**src/rtl/pwrdn_pkg.sv**
```systemverilog
package pwrdn_pkg;

   typedef enum logic [2:0] {
      PD_RSTH = 3'd0,   // reset held / waiting for release
      PD_RUN  = 3'd1,
      PD_SOFT = 3'd2,   // light sleep, oscillator on
      PD_HARD = 3'd3,   // deep sleep, oscillator gated
      PD_WARM = 3'd4    // oscillator warming up after host wake
   } pd_state_e;

   typedef enum logic [1:0] {
      RES_NONE    = 2'd0,
      RES_IRQ     = 2'd1,
      RES_RESTART = 2'd2
   } resume_e;

endpackage

```
**src/rtl/pwrdn_stab_timer.sv**
```systemverilog
module pwrdn_stab_timer #(
   parameter int STAB_CYCLES = 1024
) (
   input  logic clk,
   input  logic load_i,
   input  logic count_i,
   output logic done_o
);

   localparam int CNT_W = (STAB_CYCLES > 1) ? $clog2(STAB_CYCLES) : 1;

   generate
      if (STAB_CYCLES == 1) begin : g_no_wait
         logic unused_ctl;
         assign unused_ctl = ^{clk, load_i, count_i};
         assign done_o = 1'b1;
      end else begin : g_counter
         localparam logic [CNT_W-1:0] LOAD_VAL = CNT_W'(STAB_CYCLES - 1);
         logic [CNT_W-1:0] cnt_q;

         always_ff @(posedge clk) begin
            if (load_i)
               cnt_q <= LOAD_VAL;
            else if (!count_i)
               cnt_q <= '0;
            else if (cnt_q != '0)
               cnt_q <= cnt_q - 1'b1;
         end

         assign done_o = (cnt_q == '0);
      end
   endgenerate

endmodule

```
**src/rtl/pwrdn_fsm.sv**
```systemverilog
module pwrdn_fsm
   import pwrdn_pkg::*;
(
   input  logic      clk,
   input  logic      rst,
   input  logic      halt_req,
   input  logic      stop_req,
   input  logic      host_write,
   input  logic      ibf_int_en,
   input  logic      stab_done,
   output pd_state_e state_o,
   output logic      timer_load,
   output logic      timer_count,
   output logic      fire_o,
   output resume_e   kind_o
);

   pd_state_e state_q, state_n;
   logic      want_irq_q, want_irq_n;

   always_comb begin
      state_n    = state_q;
      want_irq_n = want_irq_q;
      kind_o     = RES_NONE;
      if (rst) begin
         state_n = PD_RSTH;
      end else begin
         unique case (state_q)
            PD_RSTH: if (stab_done) begin
               state_n = PD_RUN;
               kind_o  = RES_RESTART;
            end
            PD_RUN: begin
               if (stop_req)      state_n = PD_HARD;
               else if (halt_req) state_n = PD_SOFT;
            end
            PD_SOFT: if (host_write) begin
               state_n = PD_RUN;
               kind_o  = ibf_int_en ? RES_IRQ : RES_NONE;
            end
            PD_HARD: if (host_write) begin
               state_n    = PD_WARM;
               want_irq_n = ibf_int_en;
            end
            PD_WARM: if (stab_done) begin
               state_n = PD_RUN;
               kind_o  = want_irq_q ? RES_IRQ : RES_NONE;
            end
            default: state_n = PD_RSTH;
         endcase
      end
   end

   always_ff @(posedge clk) begin
      state_q    <= state_n;
      want_irq_q <= want_irq_n;
   end

   assign timer_load  = (state_q == PD_HARD) && (rst || host_write);
   assign timer_count = (state_q == PD_RSTH) || (state_q == PD_WARM);
   assign fire_o      = (state_n == PD_RUN) && (state_q != PD_RUN);
   assign state_o     = state_q;

endmodule

```
**src/rtl/pwrdn_resume_gen.sv**
```systemverilog
module pwrdn_resume_gen
   import pwrdn_pkg::*;
(
   input  logic    clk,
   input  logic    rst,
   input  logic    fire_i,
   input  resume_e kind_i,
   output logic    vector_irq_o,
   output logic    restart_o
);

   always_ff @(posedge clk) begin
      if (rst) begin
         vector_irq_o <= 1'b0;
         restart_o    <= 1'b0;
      end else begin
         vector_irq_o <= fire_i && (kind_i == RES_IRQ);
         restart_o    <= fire_i && (kind_i == RES_RESTART);
      end
   end

endmodule

```
**src/rtl/pwrdn_wake_ctrl.sv**
```systemverilog
module pwrdn_wake_ctrl
   import pwrdn_pkg::*;
#(
   parameter int STAB_CYCLES = 1024
) (
   input  logic clk,
   input  logic rst,
   input  logic halt_req,
   input  logic stop_req,
   input  logic host_write,
   input  logic ibf_int_en,
   output logic core_run,
   output logic osc_en,
   output logic vector_irq,
   output logic restart
);

   generate
      if (STAB_CYCLES < 1) begin : g_bad_stab
         $error("pwrdn_wake_ctrl: STAB_CYCLES must be at least 1");
      end
   endgenerate

   pd_state_e fsm_state;
   logic      stab_done, t_load, t_count, fire;
   resume_e   kind;

   pwrdn_stab_timer #(.STAB_CYCLES(STAB_CYCLES)) u_timer (
      .clk     (clk),
      .load_i  (t_load),
      .count_i (t_count),
      .done_o  (stab_done)
   );

   pwrdn_fsm u_fsm (
      .clk         (clk),
      .rst         (rst),
      .halt_req    (halt_req),
      .stop_req    (stop_req),
      .host_write  (host_write),
      .ibf_int_en  (ibf_int_en),
      .stab_done   (stab_done),
      .state_o     (fsm_state),
      .timer_load  (t_load),
      .timer_count (t_count),
      .fire_o      (fire),
      .kind_o      (kind)
   );

   pwrdn_resume_gen u_resume (
      .clk          (clk),
      .rst          (rst),
      .fire_i       (fire),
      .kind_i       (kind),
      .vector_irq_o (vector_irq),
      .restart_o    (restart)
   );

   assign core_run = (fsm_state == PD_RUN);
   assign osc_en   = (fsm_state != PD_HARD);

endmodule

```
**config.mk**
```make
export PLATFORM = sky130hd
export DESIGN_NAME = pwrdn_wake_ctrl
export DESIGN_NICKNAME = d
export VERILOG_FILES = /design/src/rtl/pwrdn_pkg.sv /design/src/rtl/pwrdn_stab_timer.sv /design/src/rtl/pwrdn_fsm.sv /design/src/rtl/pwrdn_resume_gen.sv /design/src/rtl/pwrdn_wake_ctrl.sv
export SDC_FILE = /design/constraint.sdc
export NUM_CORES = 1
export LEC_CHECK = 0
export BUFFER_PORTS_ARGS = -buffer_cell sky130_fd_sc_hd__buf_2
export CORE_UTILIZATION = 50
export CTS_CLUSTER_SIZE = 10
export DETAILED_ROUTE_END_ITERATION = 7
export HOLD_SLACK_MARGIN = 0.12
export PLACE_DENSITY = 0.7
export SETUP_SLACK_MARGIN = 0.1
export SYNTH_ARGS = -nofsm -noshare
export SYNTH_HDL_FRONTEND = slang
export SYNTH_HIERARCHICAL = 1
export SYNTH_SLANG_ARGS = --single-unit
```
**constraint.sdc**
```tcl
create_clock -name clk -period 2.4 [get_ports clk]
set_input_delay 0.24 -clock clk [delete_from_list [all_inputs] [get_ports clk]]
set_output_delay 0.24 -clock clk [all_outputs]
set_load 0.01 [all_outputs]
```
==> impl_metrics.csv <==
group,metric,value,unit
timing,relSlewSlack,0.581,
power,combPwrFrac,0.023,
logic_synthesis,synth_area_per_cell,8.76,µm²
floorplanning,fp-row-count,15,
timing,period_needed,2.14,ns
logic_synthesis,ys.flop_type,"dfxtp_1",
timing,fin_setup_tns,0,ns
power,p_int,0.000336,W
hold_path,min_from,"ibf_int_en",
floorplanning,io_pins,10,
placement,placed_cells,135,
routing,drc,0,
floorplanning,core_area,1710,µm²
routing,wirelength,2.12,mm
clock_network,htreeDepth,1,
floorplanning,die_area,2000,µm²
layout,finalCoreUtilization,0.599,
timing,hold_violations,0,
clock_network,cts.clk_slew.worst_paths,0.09,ns
timing,holdWs,0.155,ns
routing,antenna_left,0,
timing,tightest_slew,0.623,ns
logic_synthesis,synth_edf_count,1,
worst_setup_path,crit_cells,8,
worst_setup_path,worst-setup-path-type,"reg2reg",
floorplanning,die_w,44.7,µm
logic_synthesis,ys_top_cells_by_count,"dfxtp_1, inv_1, nor2_1",
worst_setup_path,worst-path-buf-inv,1,
placement,portBuffers,9,
run,maxCapViolations,0,
power,p_leak,0.409,nW
logic_synthesis,syn-cell-area,911,µm²
global_route,grt.total_usage,0.231,
worst_setup_path,critPathLaunchType,"register",
logic_synthesis,synth_top_cell_by_area,"dfxtp_1",
logic_synthesis,postSynthCellCount,104,
power,switching_share,0.208,
timing,final-setup-viol-count,0,
worst_setup_path,r2r-start,"u_timer/g_counter.cnt_q[0]$_SDFFE_PP1P_",
logic_synthesis,synth.distinct_cells,42,
logic_synthesis,synth.most_common_cell,"dfxtp_1",
worst_setup_path,critPathLaunch,"u_timer/g_counter.cnt_q[0]$_SDFFE_PP1P_",
hold_path,hold_class,"in2reg",
timing,period_share,0.893,
floorplanning,dieHeight,44.7,µm
clock_network,clock_latency,0.28,ns
routing,first_pass_iters,5,
placement,pre_cts_ws,0.0877,ns
layout,area_growth,12.4,%
global_route,grt_pass1_wl,3.36,mm
power,p_sw,0.0000881,W
worst_setup_path,end_kind,"register",
clock_network,cts.hold.buffers_added,0,
layout,insertedDiodeCount,0,
layout,drive_gt1_frac,0.219,
timing,setup_slack,0.257,ns
logic_synthesis,synth_area_leaders,"dfxtp_1, nor4_1, o311a_1",
worst_setup_path,crit_arrival,2.37,ns
clock_network,cts_tree,"built",
power,pwr_density_cell,414,nW/µm²
floorplanning,start_util,0.533,
power,ir_drop,316,µV
timing,fin_worst_skew,0.00448,ns
placement,gp_congestion,0.874,
global_route,grt_max_degree,16,
hold_path,holdPathStages,1,
worst_setup_path,reg2reg_depth,8,
layout,nets,122,
clock_network,cts_sinks,16,
logic_synthesis,ys_ff_latch,16,
logic_synthesis,syn_nets,111,
power,clkPwrFrac,0.346,
global_route,antenna_found_initial,0,
routing,viasPerCell,6.47,
logic_synthesis,ys_warn_count,6,
power,pwr-share-seq,0.632,
layout,stdcell_count,139,
worst_setup_path,cpLargestDelayFamily,"simple AND/OR/NAND/NOR gates",
routing,initialDrtViolationCount,55,
timing,finalMaxSlewViolations,0,
global_route,first_global_vias,692,
worst_setup_path,worstPathMaxFanout,5,
placement,hpwl,1.44,mm
status,outcome,"complete, no violations",
worst_setup_path,crit_slowest_cell,"or3b_2",
worst_setup_path,cpPeakStageDelay,0.50,ns
clock_network,clk_path_buf_depth,2,
clock_network,cts_root_buf,"clkbuf_4",
global_route,grt-ovfl-total,0,
worst_setup_path,timing.critical_path.cells,"inv_1 -> ha_1 -> or3b_2 -> nor3_4 -> and2_4 -> o311a_1 -> and4bb_1 -> and4bb_2",
timing,fmax,0.467,GHz
routing,route.vias.total,900,
logic_synthesis,ys_async_sr_fraction,0,
worst_setup_path,cp.required,2.63,ns
timing,rsz0062_at_grt,"false",
routing,wire_per_inst,15.2,µm
logic_synthesis,ys_seq_area_frac,0.363,
logic_synthesis,synth.top_cell.area_share,0.330,
clock_network,cts_buffers,3,
-- through the flow --
stage | instance area, µm² | power [W]
after floorplan | 911 | 0.000277
after global placement | 986 | 0.000283
after detailed placement | 986 | 0.000283
after CTS | 1020 | 0.000430
after global routing | 1020 | 0.000439
final | 1020 | 0.000424
-- path summary, 6_finish.rpt --
check / to / slack, ns
max: u_resume/vector_irq_o$_SDFF_PP0_ / 0.26
min: u_fsm/want_irq_q$_DFFE_PP_ / 0.16
max reg2reg: u_resume/vector_irq_o$_SDFF_PP0_ / 0.26
min reg2reg: u_timer/g_counter.cnt_q[7]$_SDFFE_PP1P_ / 0.52
-- state kept, by name, indices dropped and copies added (netlist names) --
name and count:
u_resume/restart_o 1, u_resume/vector_irq_o 1, u_timer/g_counter.cnt_q 10, u_fsm/want_irq_q 1, u_fsm/state_o 3
-- power by group through the flow --
stage / clock network, W / registers (W) / logic (W)
after global placement: 0 / 0.000274 / 0.00000926
after CTS: 0.000153 / 0.000268 / 0.00000944
after global routing: 0.000161 / 0.000268 / 0.0000105
after detailed placement: 0 / 0.000274 / 0.00000918
final: 0.000146 / 0.000268 / 0.00000964
after floorplan: 0 / 0.000274 / 0.00000312
-- layer usage --
metal / wire length [µm] / GRT usage
met4: 33 / 0.0727
met1: 1050 / 0.363
met5: 0 / 0
met2: 889 / 0.324
met3: 144 / 0.0286
-- cell type report --
cell class | count | area, µm²
Fill cell | 154 | 684
Timing Repair Buffer | 12 | 67.6
Tap cell | 25 | 31.3
Inverter | 8 | 30.0
Clock buffer | 4 | 26.3
Multi-Input combinational cell | 74 | 538
Sequential cell | 16 | 330
-- cell usage in the layout, fill, tap and decap left out, types with 3 or more instances in the layout --
master,instances
dfxtp_1,15
buf_2,9
inv_1,8
nor2_1,7
nor4_1,6
nand2_1,5
nand3b_1,3
clkbuf_4,3
buf_4,3
nor3_1,3
o311a_1,3
o21ai_0,3
or4_1,3
a31oi_1,3
o211ai_1,3
o311ai_0,3
-- timing repair --
item                       4_1_cts  5_1_grt
pin swaps                        0        1
setup endpoints to repair        2        2
gates resized for setup          1        1
setup buffers                    0        0
-- kinds of logic (layout without fill, tap and decap cells) --
group / Yosys count / count (layout) / share of synthesized area
muxes: 1 / 1 / 0.0124
DFF: 16 / 16 / 0.363
AOI/OAI and AO/OA: 29 / 29 / 0.254
adders and majority gates: 1 / 1 / 0.0137
and+or+nand+nor: 43 / 43 / 0.298
buffers and inverters: 14 / 24 / 0.0591
(Power assumes the default switching activity.)
